`src/rtl/byteflash_pkg.sv`:
```
// Package byteflash_pkg
// Shared command codes, the mode type and the status bit positions of the
// byte-wide flash block. Assumes an 8-bit command bus.
package byteflash_pkg;

    localparam logic [7:0] OP_MODE_ARRAY  = 8'hFF;
    localparam logic [7:0] OP_MODE_STATUS = 8'h70;
    localparam logic [7:0] OP_MODE_IDENT  = 8'h90;
    localparam logic [7:0] OP_SUSPEND     = 8'hB0;
    localparam logic [7:0] OP_CLEAR       = 8'h50;
    localparam logic [7:0] OP_PROG_MAIN   = 8'h40;
    localparam logic [7:0] OP_PROG_ALT    = 8'h10;
    localparam logic [7:0] OP_ERASE_ARM   = 8'h20;
    localparam logic [7:0] OP_ERASE_GO    = 8'hD0;

    // Status bits set by a failed erase confirm: erase error (5), write error (4)
    localparam logic [7:0] ST_CONFIRM_ERR = 8'h30;

    typedef enum logic [2:0] {
        MD_ARRAY   = 3'd0,
        MD_STATUS  = 3'd1,
        MD_IDENT   = 3'd2,
        MD_SUSPEND = 3'd3,
        MD_PROG    = 3'd4,
        MD_ERASE   = 3'd5
    } mode_t;

    // True when a byte is one of the recognised first-cycle commands
    function automatic logic is_known_op(input logic [7:0] b);
        return (b == OP_MODE_ARRAY) || (b == OP_MODE_STATUS) ||
               (b == OP_MODE_IDENT) || (b == OP_SUSPEND) ||
               (b == OP_CLEAR) || (b == OP_PROG_MAIN) ||
               (b == OP_PROG_ALT) || (b == OP_ERASE_ARM);
    endfunction

endpackage

```
`src/rtl/byteflash_ctrl.sv`:
```
// Module byteflash_ctrl
// Decodes host writes into the current mode, the second-cycle flag and the
// status register, and raises one-cycle program and erase strobes for the
// array. Assumes in_range is already qualified against the array size.
module byteflash_ctrl
    import byteflash_pkg::*;
(
    input  logic       clk,
    input  logic       rst_n,
    input  logic       wr_en,
    input  logic [7:0] wr_data,
    input  logic       in_range,
    output mode_t      mode,
    output logic       second,
    output logic [7:0] status,
    output logic       prog_stb,
    output logic       erase_stb
);

    // Strobes for the array: only on an in-range second cycle
    always_comb begin
        prog_stb  = wr_en && second && (mode == MD_PROG) && in_range;
        erase_stb = wr_en && second && (mode == MD_ERASE) &&
                    (wr_data == OP_ERASE_GO) && in_range;
    end

    // Command state machine: first-cycle decode, second-cycle completion
    always_ff @(posedge clk) begin
        if (!rst_n) begin
            mode   <= MD_ARRAY;
            second <= 1'b0;
            status <= 8'h00;
        end else if (wr_en) begin
            if (!second) begin
                case (wr_data)
                    OP_MODE_ARRAY:  mode <= MD_ARRAY;
                    OP_MODE_STATUS: mode <= MD_STATUS;
                    OP_MODE_IDENT:  mode <= MD_IDENT;
                    OP_SUSPEND:     mode <= MD_SUSPEND;
                    OP_CLEAR: begin
                        status <= 8'h00;
                        mode   <= MD_ARRAY;
                    end
                    OP_PROG_MAIN, OP_PROG_ALT: begin
                        mode   <= MD_PROG;
                        second <= 1'b1;
                    end
                    OP_ERASE_ARM: begin
                        mode   <= MD_ERASE;
                        second <= 1'b1;
                    end
                    default: ;
                endcase
            end else begin
                second <= 1'b0;
                if ((mode == MD_ERASE) && (wr_data != OP_ERASE_GO)) begin
                    mode   <= MD_STATUS;
                    status <= status | ST_CONFIRM_ERR;
                end
            end
        end
    end

endmodule

```
`src/rtl/byteflash_array.sv`:
```
// Module byteflash_array
// Byte storage with a single-byte program port and a whole-block erase.
// Assumes MEM_BYTES and BLK_BYTES are powers of two, BLK_BYTES >= 2 and
// BLK_BYTES <= MEM_BYTES. Reset fills every cell with 0xFF.
module byteflash_array #(
    parameter int MEM_BYTES = 256,
    parameter int BLK_BYTES = 32,
    localparam int MEM_AW   = $clog2(MEM_BYTES),
    localparam int BLK_AW   = $clog2(BLK_BYTES)
) (
    input  logic              clk,
    input  logic              rst_n,
    input  logic              prog_stb,
    input  logic              erase_stb,
    input  logic [MEM_AW-1:0] cell_addr,
    input  logic [7:0]        wr_data,
    output logic [7:0]        cell_q
);

    logic [7:0] cells [MEM_BYTES];

    for (genvar i = 0; i < MEM_BYTES; i++) begin : g_cell
        localparam logic [MEM_AW-1:0] IDX = MEM_AW'(i);
        // One cell: erase by block match, program by exact address match
        always_ff @(posedge clk) begin
            if (!rst_n) begin
                cells[i] <= 8'hFF;
            end else if (erase_stb &&
                         (cell_addr[MEM_AW-1:BLK_AW] == IDX[MEM_AW-1:BLK_AW])) begin
                cells[i] <= 8'hFF;
            end else if (prog_stb && (cell_addr == IDX)) begin
                cells[i] <= wr_data;
            end
        end
    end

    // Combinational read of the addressed cell
    assign cell_q = cells[cell_addr];

endmodule

```
`src/rtl/byteflash_rdport.sv`:
```
// Module byteflash_rdport
// Registers the read result chosen by the current mode, with a one-cycle
// valid strobe. Assumes the mode and status seen are those before any write
// in the same cycle.
module byteflash_rdport
    import byteflash_pkg::*;
#(
    parameter logic [15:0] DEV_ID = 16'h89A2
) (
    input  logic       clk,
    input  logic       rst_n,
    input  logic       rd_en,
    input  mode_t      mode,
    input  logic       in_range,
    input  logic       addr_odd,
    input  logic [7:0] cell_q,
    input  logic [7:0] status,
    output logic [7:0] rd_data,
    output logic       rd_valid
);

    logic [7:0] pick;

    // Mode-dependent selection of the read byte
    always_comb begin
        case (mode)
            MD_ARRAY:  pick = in_range ? cell_q : 8'hFF;
            MD_STATUS: pick = status;
            MD_IDENT:  pick = addr_odd ? DEV_ID[15:8] : DEV_ID[7:0];
            default:   pick = 8'hFF;
        endcase
    end

    // Output register: capture on a read, strobe valid for one cycle
    always_ff @(posedge clk) begin
        if (!rst_n) begin
            rd_data  <= 8'h00;
            rd_valid <= 1'b0;
        end else begin
            rd_valid <= rd_en;
            if (rd_en) begin
                rd_data <= pick;
            end
        end
    end

endmodule

```
`src/rtl/byteflash.sv`:
```
// Module byteflash
// Top of the byte-wide command flash: command decoder, byte array and
// registered read port. Assumes the host never needs a wait state; every
// access is accepted in the cycle it is presented.
module byteflash
    import byteflash_pkg::*;
#(
    parameter int          ADDR_W    = 10,
    parameter int          MEM_BYTES = 256,
    parameter int          BLK_BYTES = 32,
    parameter logic [15:0] DEV_ID    = 16'h89A2
) (
    input  logic              clk,
    input  logic              rst_n,
    input  logic              wr_en,
    input  logic              rd_en,
    input  logic [ADDR_W-1:0] addr,
    input  logic [7:0]        wr_data,
    output logic [7:0]        rd_data,
    output logic              rd_valid
);

    localparam int              MEM_AW = $clog2(MEM_BYTES);
    localparam logic [ADDR_W:0] LIMIT  = (ADDR_W + 1)'(MEM_BYTES);

    mode_t      mode;
    logic       second;
    logic [7:0] status;
    logic       prog_stb;
    logic       erase_stb;
    logic [7:0] cell_q;
    logic       in_range;

    // Address qualification against the array size
    assign in_range = ({1'b0, addr} < LIMIT);

    byteflash_ctrl u_ctrl (
        .clk       (clk),
        .rst_n     (rst_n),
        .wr_en     (wr_en),
        .wr_data   (wr_data),
        .in_range  (in_range),
        .mode      (mode),
        .second    (second),
        .status    (status),
        .prog_stb  (prog_stb),
        .erase_stb (erase_stb)
    );

    byteflash_array #(
        .MEM_BYTES (MEM_BYTES),
        .BLK_BYTES (BLK_BYTES)
    ) u_array (
        .clk       (clk),
        .rst_n     (rst_n),
        .prog_stb  (prog_stb),
        .erase_stb (erase_stb),
        .cell_addr (addr[MEM_AW-1:0]),
        .wr_data   (wr_data),
        .cell_q    (cell_q)
    );

    byteflash_rdport #(
        .DEV_ID (DEV_ID)
    ) u_rdport (
        .clk      (clk),
        .rst_n    (rst_n),
        .rd_en    (rd_en),
        .mode     (mode),
        .in_range (in_range),
        .addr_odd (addr[0]),
        .cell_q   (cell_q),
        .status   (status),
        .rd_data  (rd_data),
        .rd_valid (rd_valid)
    );

endmodule

```
`config.mk`:
```
export PLATFORM = sky130hd
export DESIGN_NAME = byteflash
export DESIGN_NICKNAME = d
export VERILOG_FILES = /design/src/rtl/byteflash_pkg.sv /design/src/rtl/byteflash_ctrl.sv /design/src/rtl/byteflash_array.sv /design/src/rtl/byteflash_rdport.sv /design/src/rtl/byteflash.sv
export SDC_FILE = /design/constraint.sdc
export NUM_CORES = 2
export LEC_CHECK = 0
export BUFFER_PORTS_ARGS = -buffer_cell sky130_fd_sc_hd__buf_4
export CORE_MARGIN = 10
export CORE_UTILIZATION = 50
export DETAILED_ROUTE_END_ITERATION = 7
export PLACE_DENSITY = 0.68
export SYNTH_ARGS = -nofsm -noshare
export SYNTH_HDL_FRONTEND = slang
export SYNTH_SLANG_ARGS = --single-unit
```
`constraint.sdc`:
```
create_clock -name clk -period 4.1 [get_ports clk]
set_clock_uncertainty 0.05 [all_clocks]
set_input_delay 1.025 -clock clk [delete_from_list [all_inputs] [get_ports clk]]
set_output_delay 1.025 -clock clk [all_outputs]
set_load 0.1 [all_outputs]
```
==> flow_summary.html <==
<table>
<tr><th>Metric</th><th>Value</th></tr>
<tr><th colspan="2">Detailed routing</th></tr>
<tr><td>Drt wl/cell</td><td>35.9 microns</td></tr>
<tr><td>Final WL</td><td>345000 microns</td></tr>
<tr><td>Number of design rule violations left after detail routing</td><td>0</td></tr>
<tr><td>Starting DRC count in detailed routing</td><td>11900</td></tr>
<tr><td>Post-route ant nets</td><td>0</td></tr>
<tr><td>Number of detailed-routing iterations run before antenna repair</td><td>6</td></tr>
<tr><td>Via density per instance</td><td>6.61</td></tr>
<tr><td>Total number of vias</td><td>63400</td></tr>
<tr><th colspan="2">Yosys</th></tr>
<tr><td>Sequential element share of the synthesized area</td><td>0.668</td></tr>
<tr><td>Fraction of the mapped netlist area in simple logic gates</td><td>0.127</td></tr>
<tr><td>Area contributors post-synth</td><td>edfxtp_1 (66%), mux4_2 (13%), nand2_1 (6.6%)</td></tr>
<tr><td>Prevailing post-synth register cell</td><td>edfxtp_1</td></tr>
<tr><td>Mapped Cells</td><td>6444</td></tr>
<tr><td>Synthesized net count</td><td>6466</td></tr>
<tr><td>Share of synthesized area spent on multiplexers</td><td>0.146</td></tr>
<tr><td>Dominant combinational cell family by area after synthesis</td><td>multiplexers</td></tr>
<tr><td>Xor/xnor share of the synthesized area</td><td>0.000189</td></tr>
<tr><td>Largest area contributor in the synthesized netlist</td><td>edfxtp_1</td></tr>
<tr><td>Adder-Cell Fraction of Synth Area</td><td>0</td></tr>
<tr><td>Synthesized-area fraction occupied by ao, oa, aoi and oai cells</td><td>0.0288</td></tr>
<tr><td>Share of synthesized flip-flops with an asynchronous set or reset</td><td>0</td></tr>
<tr><td>Synth warn</td><td>0</td></tr>
<tr><td>Cell variety after synth</td><td>72</td></tr>
<tr><td>Count of flip-flops with a built-in enable after synthesis</td><td>2048</td></tr>
<tr><td>Mean Syn Cell Area</td><td>14.4 sq um</td></tr>
<tr><td>Area share of the leading cell type in the synthesized netlist</td><td>0.665</td></tr>
<tr><td>FF+latch count, synth</td><td>2062</td></tr>
<tr><td>Cell area after synthesis</td><td>0.0925 sq mm</td></tr>
<tr><th colspan="2">Cells and area</th></tr>
<tr><td>Layout-stage area growth over the synthesis result</td><td>16.6%</td></tr>
<tr><td>Sequential standard cell area</td><td>0.0618 sq mm</td></tr>
<tr><td>Multi-input combinational cell area</td><td>0.0280 sq mm</td></tr>
<tr><td>Final non-filler cell total</td><td>9598</td></tr>
<tr><td>Utilization after layout</td><td>0.588</td></tr>
<tr><td>Number of filler instances in the final layout</td><td>14000</td></tr>
<tr><td>Final #Nets</td><td>6975</td></tr>
<tr><td>Layout cells sized above 1</td><td>0.298</td></tr>
<tr><td>Commonest cells after routing, fill and taps aside</td><td>edfxtp_1 (2048), nand2_1 (1632), buf_4 (846), mux4_2 (534), or2_2 (298)</td></tr>
<tr><td>Commonest non-fill, non-tap cell in the layout</td><td>edfxtp_1</td></tr>
<tr><th colspan="2">Clock network</th></tr>
<tr><td>Inserted Clock Buffers</td><td>209</td></tr>
<tr><td>Max Buffers Root-to-Sink</td><td>3</td></tr>
<tr><td>CTS hold repair buffers</td><td>0</td></tr>
<tr><td>Post-CTS sizing</td><td>0</td></tr>
<tr><td>TritonCTS clock tree</td><td>yes</td></tr>
<tr><td>Clock latency on the worst-skew pair</td><td>0.87 ns</td></tr>
<tr><td>H-tree depth reported by CTS</td><td>4</td></tr>
<tr><td>Clk sinks</td><td>2062</td></tr>
<tr><td>Clock-pin slew on the worst setup and hold paths</td><td>0.06 ns</td></tr>
<tr><td>Root buffer cell</td><td>clkbuf_16</td></tr>
<tr><td>Setup fix buffers added after clock tree synthesis</td><td>0</td></tr>
<tr><th colspan="2">Critical path</th></tr>
<tr><td>Setup crit end kind</td><td>flop</td></tr>
<tr><td>Buffers and inverters on the worst path</td><td>3</td></tr>
<tr><td>Setup Crit Path Kind</td><td>in -&gt; reg</td></tr>
<tr><td>Endpoint required time on the critical path</td><td>4.80 ns</td></tr>
<tr><td>Max FO, Critical Path</td><td>21</td></tr>
<tr><td>Chain of cells forming the critical path</td><td>buf_8, buf_12, buf_4, mux4_2, mux2i_1, o22a_1, o2111ai_1, a22o_1, a211oi_1, a21oi_1</td></tr>
<tr><td>Delay-heaviest family, CP</td><td>compound AO/OA/AOI/OAI gates</td></tr>
<tr><td>Crit-path max cell delay</td><td>0.64 ns</td></tr>
<tr><td>Crit path max-delay cell type</td><td>o2111ai_1</td></tr>
<tr><td>Arrival time at the worst endpoint</td><td>4.57 ns</td></tr>
<tr><td>Kind of start point of the critical path</td><td>input port</td></tr>
<tr><th colspan="2">STA</th></tr>
<tr><td>Fmax</td><td>258 MHz</td></tr>
<tr><td>Worst Tran Pin Value</td><td>1.34 ns</td></tr>
<tr><td>Setup violation total in the final timing report</td><td>0</td></tr>
<tr><td>Setup repair after global routing missed its margin</td><td>no</td></tr>
<tr><td>Minimum clock period after layout</td><td>3.87 ns</td></tr>
<tr><td>Period utilisation layout</td><td>0.945</td></tr>
<tr><td>Final Slew Violations</td><td>0</td></tr>
<tr><td>Worst-case headroom to the max-slew limit</td><td>0.0968</td></tr>
<tr><td>Accumulated negative setup slack</td><td>0 ns</td></tr>
<tr><td>Final hold viol count</td><td>0</td></tr>
<tr><td>Final Hold Slack</td><td>0.426 ns</td></tr>
<tr><th colspan="2">Pwr</th></tr>
<tr><td>Combinational fraction of design power</td><td>0.058</td></tr>
<tr><td>Overall power consumption</td><td>44.7 mW</td></tr>
<tr><td>Clock group share of total power</td><td>0.425</td></tr>
<tr><td>Cell internal pwr</td><td>34.5 mW</td></tr>
<tr><td>Worst supply voltage drop on vdd</td><td>0.396 mV</td></tr>
<tr><td>Standby leakage power</td><td>27.9 nW</td></tr>
<tr><td>Switching power share of the total</td><td>0.228</td></tr>
<tr><td>Sequential share of power</td><td>0.517</td></tr>
<tr><td>Net switching power figure</td><td>10.2 mW</td></tr>
<tr><td>Power per unit of standard cell area</td><td>415 mW/mm^2</td></tr>
<tr><th colspan="2">Global route</th></tr>
<tr><td>Number of global-route vias before repair</td><td>60700</td></tr>
<tr><td>GRT Util Overall</td><td>0.333</td></tr>
<tr><td>Global-route wire length before repair</td><td>474000 microns</td></tr>
<tr><td>Antenna violations before repair</td><td>23</td></tr>
<tr><td>Total gr overflow</td><td>0</td></tr>
<tr><td>Pin count of the biggest net entering global routing</td><td>129</td></tr>
<tr><th colspan="2">Floorplan</th></tr>
<tr><td>Die Area</td><td>0.203 sq mm</td></tr>
<tr><td>Horizontal extent of the die</td><td>450 microns</td></tr>
<tr><td>Initial core utilization</td><td>0.504</td></tr>
<tr><td>Placement row count</td><td>157</td></tr>
<tr><td>Floorplan core area</td><td>0.183 sq mm</td></tr>
<tr><td>Num ports</td><td>31</td></tr>
<tr><td>Die Y</td><td>450 microns</td></tr>
<tr><th colspan="2">Place</th></tr>
<tr><td>Post-Place Cells</td><td>9206</td></tr>
<tr><td>Global placement routability congestion</td><td>1.04</td></tr>
<tr><td>Detailed placer's ending HPWL</td><td>236000 microns</td></tr>
<tr><td>Number of port buffers</td><td>30</td></tr>
<tr><th colspan="2">Flow run</th></tr>
<tr><td>Number of max-cap violations</td><td>0</td></tr>
<tr><th colspan="2">Status</th></tr>
<tr><td>Result of the run</td><td>complete, no violations</td></tr>
<tr><th colspan="2">Worst hold path</th></tr>
<tr><td>Path category of the worst min-delay check</td><td>in -&gt; reg</td></tr>
</table>
## kinds of logic (layout without fill, tap and decap cells)
family	after synthesis	after routing
multiplexers	677	677
AO/OA/AOI/OAI	442	442
buffers and inverters	649	1325
flip-flops	2062	2062
XOR/XNOR	2	2
other	0	14
AND/OR/NAND/NOR	2612	2612
## state kept, by name, summed over array words and instances, names as in the netlist
register,flops
u_array.cells,2048
u_ctrl.mode,3
u_ctrl.second,1
u_ctrl.status,1
u_rdport.rd_data,8
u_rdport.rd_valid,1
## synthesized netlist by cell type, drive strengths merged, types with 10 or more instances
cell type	number
a31oi	10
a22oi	46
nor2b	23
nand2	1637
nor2	199
edfxtp	2048
o22ai	15
dfxtp	14
o21ai	246
mux4	534
buf	191
nor4	12
nor3	24
or2	353
a21oi	38
a221oi	10
mux2i	133
nand3	114
and3	10
nand2b	20
o21a	12
nand4	20
clkbuf	451
or3	171
mux2	10
## through the flow
| stage | area (sq um) | setup WS (ns) |
|---|---|---|
| 6_report | 108000 | 0.227 |
| 5_1_grt | 108000 | 0.319 |
| 4_1_cts | 108000 | 0.523 |
| 3_5_place_dp | 101000 | -0.384 |
| 3_3_place_gp | 101000 | -0.366 |
| 2_1_floorplan | 92500 | 0.343 |
## worst register-to-register path: cells and delay by family (launching register included)
| family | cells | cell delay [ns] |
|---|---|---|
| buffers and inverters | 1 | 0.28 |
| DFF | 1 | 0.66 |
| and+or+nand+nor | 6 | 2.25 |
| AOI/OAI and AO/OA | 1 | 0.10 |
## power by group through the flow
stage / sequential, mW / clock [mW] / combinational, mW
floorplan: 23.6 / 0 / 1.21
global placement: 23.6 / 0 / 2.48
detailed placement: 23.6 / 0 / 2.50
CTS: 23.1 / 19.0 / 2.51
global route: 23.1 / 19.9 / 2.64
finish: 23.1 / 19.0 / 2.59
## worst paths after layout
check,startpoint,to,slack [ns],cells past startpoint
setup / recovery,addr[0],u_rdport.rd_data[6]$_SDFFE_PN0P_,0.23,10
setup reg to reg,u_ctrl.mode[1]$_SDFFE_PN0P_,u_array.cells[51][4]$_SDFFCE_PN1P_,0.49,8
hold / removal,rd_en,u_rdport.rd_data[4]$_SDFFE_PN0P_,0.43,2
hold reg to reg,u_ctrl.status[4]$_SDFFE_PN0P_,u_ctrl.status[4]$_SDFFE_PN0P_,0.54,2
## cell type report
type / instances / area share
multi-input combinational: 3733 / 0.260
tap: 2464 / 0.0286
clock inverter: 126 / 0.0119
timing repair buffer: 940 / 0.0762
sequential: 2062 / 0.573
clock buffer: 252 / 0.0502
inverter: 7 / 0.000290
antenna: 14 / 0.000325
## per-layer routing
metal | part of all wire | global-route usage
met3 | 0.16 | 0.123
met1 | 0.33 | 0.426
met4 | 0.074 | 0.201
met5 | 0.00041 | 0
met2 | 0.44 | 0.484
(Power assumes the default switching activity.)
